[src/rtl/orn_pkg.sv]
package orn_pkg;
  typedef enum logic [1:0] {
    HC_A    = 2'b00,
    HC_B    = 2'b01,
    HC_BOTH = 2'b10,
    HC_NONE = 2'b11
  } hc_mode_e;

  typedef enum logic [1:0] {
    XB_KEEP = 2'b00,
    XB_SWAP = 2'b01,
    XB_LO   = 2'b10,
    XB_HI   = 2'b11
  } xb_mode_e;
endpackage

[src/rtl/orn_cfg_regs.sv]
module orn_cfg_regs #(
  parameter int NCELL = 11,
  parameter int AW    = 4
) (
  input  logic                  clk_i,
  input  logic                  rst_ni,
  input  logic                  we_i,
  input  logic [AW-1:0]         addr_i,
  input  logic [1:0]            data_i,
  output logic [NCELL-1:0][1:0] cfg_o
);
  for (genvar c = 0; c < NCELL; c++) begin : g_cell
    always_ff @(posedge clk_i or negedge rst_ni) begin
      if (!rst_ni)                              cfg_o[c] <= 2'b00;
      else if (we_i && addr_i == AW'(c))        cfg_o[c] <= data_i;
    end
  end
endmodule

[src/rtl/orn_half_cell.sv]
module orn_half_cell
  import orn_pkg::*;
#(
  parameter int DW = 8
) (
  input  logic          clk_i,
  input  logic          rst_ni,
  input  logic [1:0]    mode_i,
  input  logic          v_i,
  input  logic [DW-1:0] d_i,
  output logic          a_v_o,
  output logic [DW-1:0] a_d_o,
  output logic          b_v_o,
  output logic [DW-1:0] b_d_o
);
  logic a_n, b_n;

  always_comb begin
    unique case (hc_mode_e'(mode_i))
      HC_A:    {a_n, b_n} = {v_i, 1'b0};
      HC_B:    {a_n, b_n} = {1'b0, v_i};
      HC_BOTH: {a_n, b_n} = {v_i, v_i};
      default: {a_n, b_n} = 2'b00;
    endcase
  end

  always_ff @(posedge clk_i or negedge rst_ni) begin
    if (!rst_ni) begin
      a_v_o <= 1'b0;
      b_v_o <= 1'b0;
      a_d_o <= '0;
      b_d_o <= '0;
    end else begin
      a_v_o <= a_n;
      b_v_o <= b_n;
      a_d_o <= d_i;
      b_d_o <= d_i;
    end
  end
endmodule

[src/rtl/orn_xbar_cell.sv]
module orn_xbar_cell
  import orn_pkg::*;
#(
  parameter int DW = 8
) (
  input  logic          clk_i,
  input  logic          rst_ni,
  input  logic [1:0]    mode_i,
  input  logic          lo_v_i,
  input  logic [DW-1:0] lo_d_i,
  input  logic          hi_v_i,
  input  logic [DW-1:0] hi_d_i,
  output logic          lo_v_o,
  output logic [DW-1:0] lo_d_o,
  output logic          hi_v_o,
  output logic [DW-1:0] hi_d_o,
  output logic          drop_o
);
  logic          lo_v_n, hi_v_n;
  logic [DW-1:0] lo_d_n, hi_d_n;

  always_comb begin
    drop_o = 1'b0;
    unique case (xb_mode_e'(mode_i))
      XB_KEEP: begin
        {lo_v_n, lo_d_n} = {lo_v_i, lo_d_i};
        {hi_v_n, hi_d_n} = {hi_v_i, hi_d_i};
      end
      XB_SWAP: begin
        {lo_v_n, lo_d_n} = {hi_v_i, hi_d_i};
        {hi_v_n, hi_d_n} = {lo_v_i, lo_d_i};
      end
      XB_LO: begin
        {lo_v_n, lo_d_n} = {lo_v_i, lo_d_i};
        {hi_v_n, hi_d_n} = {lo_v_i, lo_d_i};
        drop_o = hi_v_i;
      end
      default: begin
        {lo_v_n, lo_d_n} = {hi_v_i, hi_d_i};
        {hi_v_n, hi_d_n} = {hi_v_i, hi_d_i};
        drop_o = lo_v_i;
      end
    endcase
  end

  always_ff @(posedge clk_i or negedge rst_ni) begin
    if (!rst_ni) begin
      lo_v_o <= 1'b0;
      hi_v_o <= 1'b0;
      lo_d_o <= '0;
      hi_d_o <= '0;
    end else begin
      lo_v_o <= lo_v_n;
      hi_v_o <= hi_v_n;
      lo_d_o <= lo_d_n;
      hi_d_o <= hi_d_n;
    end
  end
endmodule

[src/rtl/row_router.sv]
module row_router #(
  parameter int M  = 4,
  parameter int N  = 3,
  parameter int DW = 8,
  localparam int R     = (N - 1) / 2,
  localparam int NL    = 2 * R,
  localparam int NLANE = 2 * M,
  localparam int NCELL = M + R * (2 * M - 1),
  localparam int AW    = $clog2(NCELL)
) (
  input  logic                clk_i,
  input  logic                rst_ni,
  input  logic [M-1:0]        src_v_i,
  input  logic [M*DW-1:0]     src_d_i,
  input  logic                cfg_we_i,
  input  logic [AW-1:0]       cfg_addr_i,
  input  logic [1:0]          cfg_data_i,
  output logic [NLANE-1:0]    dst_v_o,
  output logic [NLANE*DW-1:0] dst_d_o,
  output logic                err_o
);
  logic [NCELL-1:0][1:0] cfg_q;
  logic                  lv   [NL+1][NLANE];
  logic [DW-1:0]         ld   [NL+1][NLANE];
  logic                  drop [NL+1][M];
  logic                  drop_any;

  orn_cfg_regs #(.NCELL(NCELL), .AW(AW)) u_cfg (
    .clk_i, .rst_ni,
    .we_i(cfg_we_i), .addr_i(cfg_addr_i), .data_i(cfg_data_i),
    .cfg_o(cfg_q)
  );

  for (genvar k = 0; k < M; k++) begin : g_inj
    orn_half_cell #(.DW(DW)) u_half (
      .clk_i, .rst_ni,
      .mode_i(cfg_q[k]),
      .v_i(src_v_i[k]), .d_i(src_d_i[k*DW +: DW]),
      .a_v_o(lv[0][2*k]),   .a_d_o(ld[0][2*k]),
      .b_v_o(lv[0][2*k+1]), .b_d_o(ld[0][2*k+1])
    );
    assign drop[0][k] = 1'b0;
  end

  for (genvar l = 1; l <= NL; l++) begin : g_layer
    // odd layers: pairs (2k+1,2k+2), edge lanes registered straight through
    localparam int ODD   = l % 2;
    localparam int FIRST = ODD;
    localparam int CNT   = M - ODD;
    localparam int BASE  = ODD ? M + ((l - 1) / 2) * (2 * M - 1)
                               : M + ((l - 2) / 2) * (2 * M - 1) + (M - 1);
    for (genvar k = 0; k < CNT; k++) begin : g_xb
      orn_xbar_cell #(.DW(DW)) u_xb (
        .clk_i, .rst_ni,
        .mode_i(cfg_q[BASE+k]),
        .lo_v_i(lv[l-1][FIRST+2*k]),   .lo_d_i(ld[l-1][FIRST+2*k]),
        .hi_v_i(lv[l-1][FIRST+2*k+1]), .hi_d_i(ld[l-1][FIRST+2*k+1]),
        .lo_v_o(lv[l][FIRST+2*k]),     .lo_d_o(ld[l][FIRST+2*k]),
        .hi_v_o(lv[l][FIRST+2*k+1]),   .hi_d_o(ld[l][FIRST+2*k+1]),
        .drop_o(drop[l][k])
      );
    end
    if (ODD == 1) begin : g_edge
      assign drop[l][M-1] = 1'b0;
      always_ff @(posedge clk_i or negedge rst_ni) begin
        if (!rst_ni) begin
          lv[l][0]       <= 1'b0;
          lv[l][NLANE-1] <= 1'b0;
          ld[l][0]       <= '0;
          ld[l][NLANE-1] <= '0;
        end else begin
          lv[l][0]       <= lv[l-1][0];
          lv[l][NLANE-1] <= lv[l-1][NLANE-1];
          ld[l][0]       <= ld[l-1][0];
          ld[l][NLANE-1] <= ld[l-1][NLANE-1];
        end
      end
    end
  end

  always_comb begin
    drop_any = 1'b0;
    for (int l = 0; l <= NL; l++)
      for (int k = 0; k < M; k++)
        drop_any = drop_any | drop[l][k];
  end

  always_ff @(posedge clk_i or negedge rst_ni) begin
    if (!rst_ni) err_o <= 1'b0;
    else         err_o <= drop_any;
  end

  for (genvar j = 0; j < NLANE; j++) begin : g_out
    assign dst_v_o[j]           = lv[NL][j];
    assign dst_d_o[j*DW +: DW]  = ld[NL][j];
  end
endmodule

[config.mk]
export PLATFORM = sky130hd
export DESIGN_NAME = row_router
export DESIGN_NICKNAME = d
export VERILOG_FILES = /design/src/rtl/orn_pkg.sv /design/src/rtl/orn_cfg_regs.sv /design/src/rtl/orn_half_cell.sv /design/src/rtl/orn_xbar_cell.sv /design/src/rtl/row_router.sv
export SDC_FILE = /design/constraint.sdc
export NUM_CORES = 1
export LEC_CHECK = 0
export BUFFER_PORTS_ARGS = -buffer_cell sky130_fd_sc_hd__buf_2
export CORE_MARGIN = 1.5
export CORE_UTILIZATION = 41
export DETAILED_ROUTE_END_ITERATION = 8
export GPL_TIMING_DRIVEN = 0
export SLEW_MARGIN = 20
export SYNTH_ARGS = -nofsm -noshare
export SYNTH_HDL_FRONTEND = slang
export SYNTH_SLANG_ARGS = --single-unit
[constraint.sdc]
create_clock -name clk_i -period 1.9 [get_ports clk_i]
set_input_delay 0.57 -clock clk_i [delete_from_list [all_inputs] [get_ports clk_i]]
set_output_delay 0.57 -clock clk_i [all_outputs]
set_load 0.02 [all_outputs]
# After elaboration in Yosys (flattened, before gate mapping)

Index checks and enable logic that the tools add are counted.

Eq/ne operators: 32
Muxes and demuxes: 43
Bitwise operators: 6
Reduce and logical (&&, ||, !) cells: 52

Operator list:

| operator                                            | count |
|---|---|
| 2-to-1 mux 8 bit                                    | 14 |
| OR reduction 2 bit                                  | 29 |
| equality test 2 x 1 -> 1 bit, second input constant | 11 |
| equality test 2 bit, second input constant          | 11 |
| logical NOT 2 bit                                   | 11 |
| 2-to-1 mux 1 bit                                    | 22 |
| equality test 4 x 3 -> 1 bit, second input constant | 4 |
| case mux 1 bit (2 select lines)                     | 7 |
| equality test 4 bit, second input constant          | 3 |
| logical AND 1 bit                                   | 11 |
| equality test 4 x 2 -> 1 bit, second input constant | 2 |
| OR 1 bit                                            | 6 |
| equality test 4 x 1 -> 1 bit, second input constant | 1 |
| logical NOT 4 bit                                   | 1 |

Register bits: 207
Input bits: 45
Output and inout bits: 73

# Longest topological paths before layout

Gate-level depths: netlist of the first run.

Depth after elaboration: 9
Depth in mapped cells: 5
Mapped depth without buffers: 5

# Modules after synthesis

A second synthesis of the first run with hierarchy kept.

Cells, all modules: 512
Area total of the unflattened synthesis: 7973.9 um^2

By module, submodules not included:

| module        | instances | cells an instance | area an instance (um^2) | seq. area each (um^2) |
|---|---|---|---|---|
| orn_xbar_cell | 7         | 46                | 726.9                   | 450.4 |
| orn_half_cell | 4         | 24                | 356.6                   | 250.2 |
| orn_cfg_regs  | 1         | 64                | 908.4                   | 550.5 |
| row_router    | 1         | 30                | 550.5                   | 475.5 |

# Worst setup path before layout of the first run

OpenSTA, ideal clock, no wires.

Kind: register -> register
Start point: register u_cfg.cfg_o[9] (netlist name)
End point: register err_o
Setup time: 131 ps
Data arrival time: 1297 ps
Data required time: 1769 ps
Slack: 471 ps
Stages on the path, launching flop included: 5
Buffers on the path: 0
Period minus slack after synthesis: 1429 ps
Cells stage by stage: dfrtp_1 ha_1 a222oi_1 nand3_1 or3_1

Cells in the longest elaborated chain, start to end: 9
Elaborated cells between the ends (all ways): 11

Ends and longest elaborated chain:

| item                                                              | RTL line            | text |
|---|---|---|
| start: declaration                                                | orn_cfg_regs.sv:10  | `output logic [NCELL-1:0][1:0] cfg_o` |
| start signal: indexed assignment                                  | orn_cfg_regs.sv:15  | `else if (we_i && addr_i == AW'(c)) cfg_o[c] <= data_i;` |
| equality test 2 x 1 -> 1 bit or logical NOT 2 bit (tied branches) | orn_xbar_cell.sv:24 | `unique case (xb_mode_e'(mode_i))` |
| OR reduction 2 bit (no source line)                               | n/a                 |  |
| case mux 1 bit (2 select lines) (*)                               | orn_xbar_cell.sv:24 |  |
| OR 1 bit (*) (6 in a row)                                         | row_router.sv:85    | `drop_any = drop_any \| drop[l][k];` |
| net drop_any                                                      | row_router.sv:26    | `logic drop_any;` |
| end signal: assignment                                            | row_router.sv:90    | `else err_o <= drop_any;` |
| end: declaration                                                  | row_router.sv:20    | `output logic err_o` |

The timed path passes the listed nets; every way through them passes the cells marked *.
A chain may end at the register's enable or synchronous reset.

# Worst setup path after layout of the first run

Start point: register g_layer[2].g_xb[3].u_xb.lo_v_o
End point: output dst_v_o[6]

RTL lines:

| item                     | RTL line            | text |
|---|---|---|
| start: declaration       | orn_xbar_cell.sv:13 | `output logic lo_v_o,` |
| start signal: assignment | orn_xbar_cell.sv:53 | `lo_v_o <= lo_v_n;` |
| end: declaration         | row_router.sv:18    | `output logic [NLANE-1:0] dst_v_o,` |

No word-level cell between the ends.

==> summary.md, run 1 <==
| Metric | Value |
|---|---|
| Status | `finished clean` |
| Top FF cell, synth | `dfrtp_1` |
| Crit-path max FO | `1` |
| Number of nets in the layout | `688` |
| Logic gate share of total power | `0.274` |
| Port Buf Inserts | `117` |
| Synth unique cells | `23` |
| Max Cap Viol | `0` |
| Switching share of power | `0.296` |
| Number of post-CTS setup repair buffers | `0` |
| Tcrit/Tclk final | `0.894` |
| Antenna fix cells | `0` |
| Min Hold Slack | `186 ps` |
| Share of layout cells above drive strength 1 | `0.495` |
| DR vias | `4,106` |
| Net Count, Synth | `544` |
| DIE AREA | `0.0196 mm2` |
| Setup CP Type | `reg2out` |
| Tightest Pin Transition | `552 ps` |
| Final hold violations | `0` |
| Multi-input logic area | `0.00233 mm2` |
| Cell Area, Synth | `0.00769 mm2` |
| Critical path endpoint category | `primary output` |
| Cell breakdown of the critical path | `buf_4, buf_2` |
| Drt wl/cell | `16.6 um` |
| Post-DR vias/cell | `4.78` |
| Post-route ant nets | `0` |
| Die height | `140 um` |
| # rows | `49` |
| Final Max Tran Viols | `0` |
| Clock sinks | `207` |
| Detailed placement HPWL | `10.1 mm` |
| Clock latency on the worst-skew pair | `490 ps` |
| First-pass GRT wire length | `23.2 mm` |
| Critical path arrival | `1130 ps` |
| Post-synth EDFFs | `0` |
| Vias in the first global route | `4,598` |
| Total negative slack | `0 ps` |
| Die width | `140 um` |
| IO Count | `118` |
| CP max-delay cell | `dfrtp_1` |
| Clock power share | `0.302` |
| Yosys warning count | `0` |
| FILL cells | `1,512` |
| Worst-case clock skew | `7.33 ps` |
| PostCTS Resize Cnt | `0` |
| Post-Layout Cell Count | `859` |
| Number of buffers created by CTS | `22` |
| Pre-Repair DR Iteration Count | `4` |
| Min Clock Period, post-route | `1700 ps` |
| Worst vdd ir | `0.600 mV` |
| Core Area | `0.0182 mm2` |
| Sequential cell area | `0.00518 mm2` |
| Max Freq | `589 MHz` |
| Post-synth ARST share | `1.00` |
| Clk pin slew, worst setup/hold paths | `60 ps` |
| Clock tree buffer depth | `3` |
| Initial Utilization | `0.423` |
| Pwr Density | `1510 mW/mm2` |
| Headroom to the max-slew limit | `0.632` |
| Total grt overflow | `0` |
| Flop pwr share | `0.424` |
| Final setup vio count | `0` |
| Setup WS post-layout | `201 ps` |
| Pint | `10.0 mW` |
| Pre-CTS setup slack | `210 ps` |
| Type of the most critical hold path | `in2reg` |
| Total global-route track usage | `0.150` |
| Seq/Total Area, Yosys | `0.673` |
| RSZ-0062 raised after global routing | `false` |
| Largest net degree at the start of global routing | `94` |
| H-tree Lvls | `1` |
| Psw | `4.21 mW` |
| Syn Area/Cell | `16.4 um2` |
| Leak | `4.40 nW` |
| Total wire length | `14.2 mm` |
| Synth Register Bits | `207` |
| R2R Setup Slk | `240 ps` |
| Max incr delay on CP | `370 ps` |
| Synthesis-to-layout area growth | `22.1%` |
| Critical Path RT | `1330 ps` |
| Initial antenna violation count | `0` |
| Initial drt markers | `127` |
| GP Congestion | `0.815` |
| Cell count after placement | `818` |
| # DRC | `0` |
| CTS tree | `done` |
| Worst Setup Start Kind | `flip-flop` |
| Root buffer cell | `clkbuf_16` |
| Synthesized instance count | `470` |
-- cells in the mapped netlist (all sizes together), types with 2 or more instances --
cell	n	area, um2
and2	4	25.0
ha	29	363
mux2	148	1670
inv	22	82.6
a22oi	2	15.0
nor2	13	66.3
dfrtp	207	5180
clkbuf	2	7.51
nand3b	8	60.1
nand2	3	11.3
nand2b	6	37.5
buf	15	95.1
o21a	4	30.0
-- power groups by stage --
stage | logic (mW) | clock network, mW | registers (mW)
after global routing | 4.22 | 4.61 | 6.16
after CTS | 3.98 | 4.42 | 6.05
after global placement | 3.87 | 0 | 6.09
after floorplan | 2.06 | 0 | 6.66
final | 3.90 | 4.29 | 6.03
after detailed placement | 3.95 | 0 | 6.12
-- layer usage --
layer,share of wire,GRT usage
met1,0.43,0.187
met2,0.51,0.266
met3,0.048,0.0311
met4,0.013,0.0371
met5,0,0
-- metrics by stage --
stage / total power, mW / utilization / cell area, um2
after floorplan: 8.71 / - / 7690
after global placement: 9.96 / 0.470 / 8570
after detailed placement: 10.1 / 0.474 / 8630
after CTS: 14.4 / 0.516 / 9400
after global routing: 15.0 / 0.516 / 9400
final: 14.2 / 0.516 / 9400
-- cell type report --
class | instances | area share
tap | 229 | 0.0305
buffer | 17 | 0.0109
multi-input combinational | 224 | 0.248
sequential | 207 | 0.551
inverter | 22 | 0.00879
timing repair buffer | 120 | 0.0703
clock inverter | 5 | 0.00586
clock buffer | 35 | 0.0746
-- timing repair --
action	4_1_cts	5_1_grt
hold buffers	1	0
hold endpoints to repair	8	0
endpoints found under the setup margin	0	0
-- critical path: cells and delay by family (launching register included) --
kind	cells	cell delay, ps
buf+inv	2	280
flops	1	370
-- state kept, by name, summed over array words and instances (netlist names), 2 cells and up --
register                  count
u_cfg.cfg_o                  22
lv                            2
g_inj.u_half.b_v_o            4
ld                           16
g_inj.u_half.a_d_o           32
g_inj.u_half.a_v_o            4
g_layer.g_xb.u_xb.hi_v_o      7
g_layer.g_xb.u_xb.lo_v_o      7
g_layer.g_xb.u_xb.hi_d_o     56
g_layer.g_xb.u_xb.lo_d_o     56
-- cell usage in the layout (no fill, tap or decap), types with 2 or more instances in the layout --
| cell | count |
|---|---|
| dfrtp_1 | 207 |
| mux2_2 | 134 |
| buf_2 | 123 |
| ha_1 | 29 |
| clkbuf_16 | 23 |
| inv_1 | 22 |
| mux2_1 | 14 |
| nand3b_1 | 8 |
| buf_4 | 8 |
| clkbuf_8 | 8 |
| nor2_2 | 7 |
| clkbuf_1 | 6 |
| nand2b_1 | 6 |
| nor2_1 | 6 |
| and2_1 | 4 |
| o21a_1 | 4 |
| nand2_1 | 3 |
| a22oi_1 | 2 |
| clkinv_2 | 2 |
| clkinvlp_4 | 2 |
| buf_16 | 2 |
-- kinds of logic after synthesis --
kind of cell	count (synthesis)	share of synthesized area
compound gates	8	0.00813
fa+ha+maj	29	0.0472
buf+inv	39	0.0241
flops	207	0.673
mux	148	0.217
simple gates	39	0.0309
-- path summary, 6_finish.rpt --
check / from / end / depth (start not counted)
worst max-delay path: g_layer[2].g_xb[3].u_xb.lo_v_o / dst_v_o[6] / 2
worst min-delay path: src_d_i[31] / g_inj[3].u_half.a_d_o[7] / 1
worst max register to register: u_cfg.cfg_o[16] / g_layer[2].g_xb[1].u_xb.lo_v_o / 4
worst min register to register: g_inj[0].u_half.a_v_o / lv[15] / 0
max in group asynchronous: rst_ni / g_inj[1].u_half.a_d_o[6] / 4
min in group asynchronous: rst_ni / g_inj[3].u_half.a_d_o[3] / 2
Note: power is estimated with default switching activity, not from simulation.
==> run 2, diff against run 1 <==
Settings changed: CORE_UTILIZATION 41 to 45, PLACE_DENSITY set to 0.66.
==> summary.md, run 2 (synthesis gave the netlist of run 1 again) <==
| Metric | Value |
|---|---|
| Status | `finished clean` |
| Setup CP Type | `reg2out` |
| Tcrit/Tclk final | `0.893` |
| Max Freq | `589 MHz` |
| Critical Path RT | `1330 ps` |
| IO Count | `118` |
| Type of the most critical hold path | `in2async` |
| Clk pin slew, worst setup/hold paths | `50 ps` |
| Final setup vio count | `0` |
| Clock sinks | `207` |
| Core Util, Final | `0.562` |
| Biggest regs | `g_layer.g_xb.u_xb.hi_d_o: 56 flops, g_layer.g_xb.u_xb.lo_d_o: 56 flops, g_inj.u_half.a_d_o: 32 flops` |
| Number of buffers created by CTS | `22` |
| Pre-Repair DR Iteration Count | `4` |
| DIE AREA | `0.0179 mm2` |
| Total global-route track usage | `0.165` |
| Min Clock Period, post-route | `1700 ps` |
| Post-route ant nets | `0` |
| Number of nets in the layout | `686` |
| PostCTS Resize Cnt | `0` |
| Clock latency on the worst-skew pair | `490 ps` |
| First-pass GRT wire length | `23.0 mm` |
| R2R Setup Slk | `210 ps` |
| Tot Pwr | `14.2 mW` |
| GP Congestion | `0.822` |
| Synthesis-to-layout area growth | `21.5%` |
| Port Buf Inserts | `117` |
| Die width | `134 um` |
| Min Hold Slack | `104 ps` |
| Antenna fix cells | `0` |
| Pwr Density | `1520 mW/mm2` |
| Critical path arrival | `1130 ps` |
| Root buffer cell | `clkbuf_16` |
| Core Area | `0.0166 mm2` |
| Final Max Tran Viols | `0` |
| Initial Utilization | `0.462` |
| CTS tree | `done` |
| Headroom to the max-slew limit | `0.495` |
| # rows | `47` |
| # DRC | `0` |
| Vias in the first global route | `4,527` |
| Drt wl/cell | `16.5 um` |
| Share of layout cells above drive strength 1 | `0.494` |
| Die height | `134 um` |
| Leak | `4.39 nW` |
| H-tree Lvls | `1` |
| Setup WS post-layout | `203 ps` |
| Critical path endpoint category | `primary output` |
| Largest net degree at the start of global routing | `105` |
| RSZ-0062 raised after global routing | `false` |
| Crit-path max FO | `1` |
| Total grt overflow | `0` |
| Initial antenna violation count | `0` |
| Final hold violations | `0` |
| Most frequent cells in the layout | `dfrtp_1, mux2_2, buf_2` |
| DR vias | `4,096` |
| Detailed placement HPWL | `9.68 mm` |
| Commonest non-fill, non-tap cell in the layout | `dfrtp_1` |
| Cell count after placement | `808` |
| Number of post-CTS setup repair buffers | `0` |
| CTS Hold Buffers Added | `0` |
| Worst Setup Start Kind | `flip-flop` |
| Tightest Pin Transition | `758 ps` |
| Post-Layout Cell Count | `845` |
| Max Cap Viol | `0` |
| Clock tree buffer depth | `3` |
| Initial drt markers | `111` |
| Post-DR vias/cell | `4.85` |
| Pre-CTS setup slack | `168 ps` |
| Worst-case clock skew | `6.60 ps` |
| Worst vdd ir | `0.998 mV` |
| Total wire length | `13.9 mm` |
==> run 2: cell types whose count changed in the layout (fill, tap and decap cells not counted), sizes merged <==
| cell | previous run | this run |
|---|---|---|
| dlygate4sd3 | 1 | 0 |
| bufinv | 1 | 2 |
| clkbuf | 37 | 35 |
| clkinvlp | 2 | 0 |
| buf | 134 | 133 |
==> run 2: critical path: stages (launching register included) <==
cell     delay [ps]
dfrtp_1         370
buf_4           130
buf_2           150
==> run 2: area by class of cell <==
cell class | count | area, um2
plain buffers | 17 | 103
clock buffers | 33 | 683
clock inverters | 4 | 70.1
fillers | 1382 | 7300
inverters | 22 | 82.6
multi-input cells | 224 | 2330
flip-flops and latches | 207 | 5180
well taps | 220 | 275
repair buffers | 118 | 623
==> run 2: routing by layer <==
metal	vias up	share of wire	global-route usage
li1	1877	-	-
met1	2104	0.42	0.206
met5	-	0	0
met3	19	0.050	0.0289
met4	0	0.016	0.0441
met2	96	0.52	0.296
==> run 2: worst paths after layout <==
check | from | end | cells after the start
max | g_layer[2].g_xb[0].u_xb.hi_v_o | dst_v_o[1] | 2
min | rst_ni | g_layer[2].g_xb[3].u_xb.hi_d_o[3] | 1
max reg2reg | u_cfg.cfg_o[16] | g_layer[2].g_xb[1].u_xb.lo_v_o | 4
min reg2reg | g_inj[3].u_half.b_v_o | lv[8] | 0
max in group asynchronous | rst_ni | g_layer[2].g_xb[1].u_xb.hi_v_o | 2
min in group clk_i | src_d_i[30] | g_inj[3].u_half.a_d_o[6] | 1
==> run 2: per-stage QoR <==
step           TNS [ps]  area (um2)
2_1_floorplan         0        7690
3_3_place_gp    -598240        8560
3_5_place_dp          0        8590
4_1_cts               0        9350
5_1_grt               0        9350
6_report              0        9350
==> run 2: power breakdown <==
group	switching (mW)	leakage, nW	internal, mW
clock	1.57	0.373	2.73
combinational	2.08	1.56	1.83
sequential	0.519	2.45	5.51
total	4.17	4.39	10.1
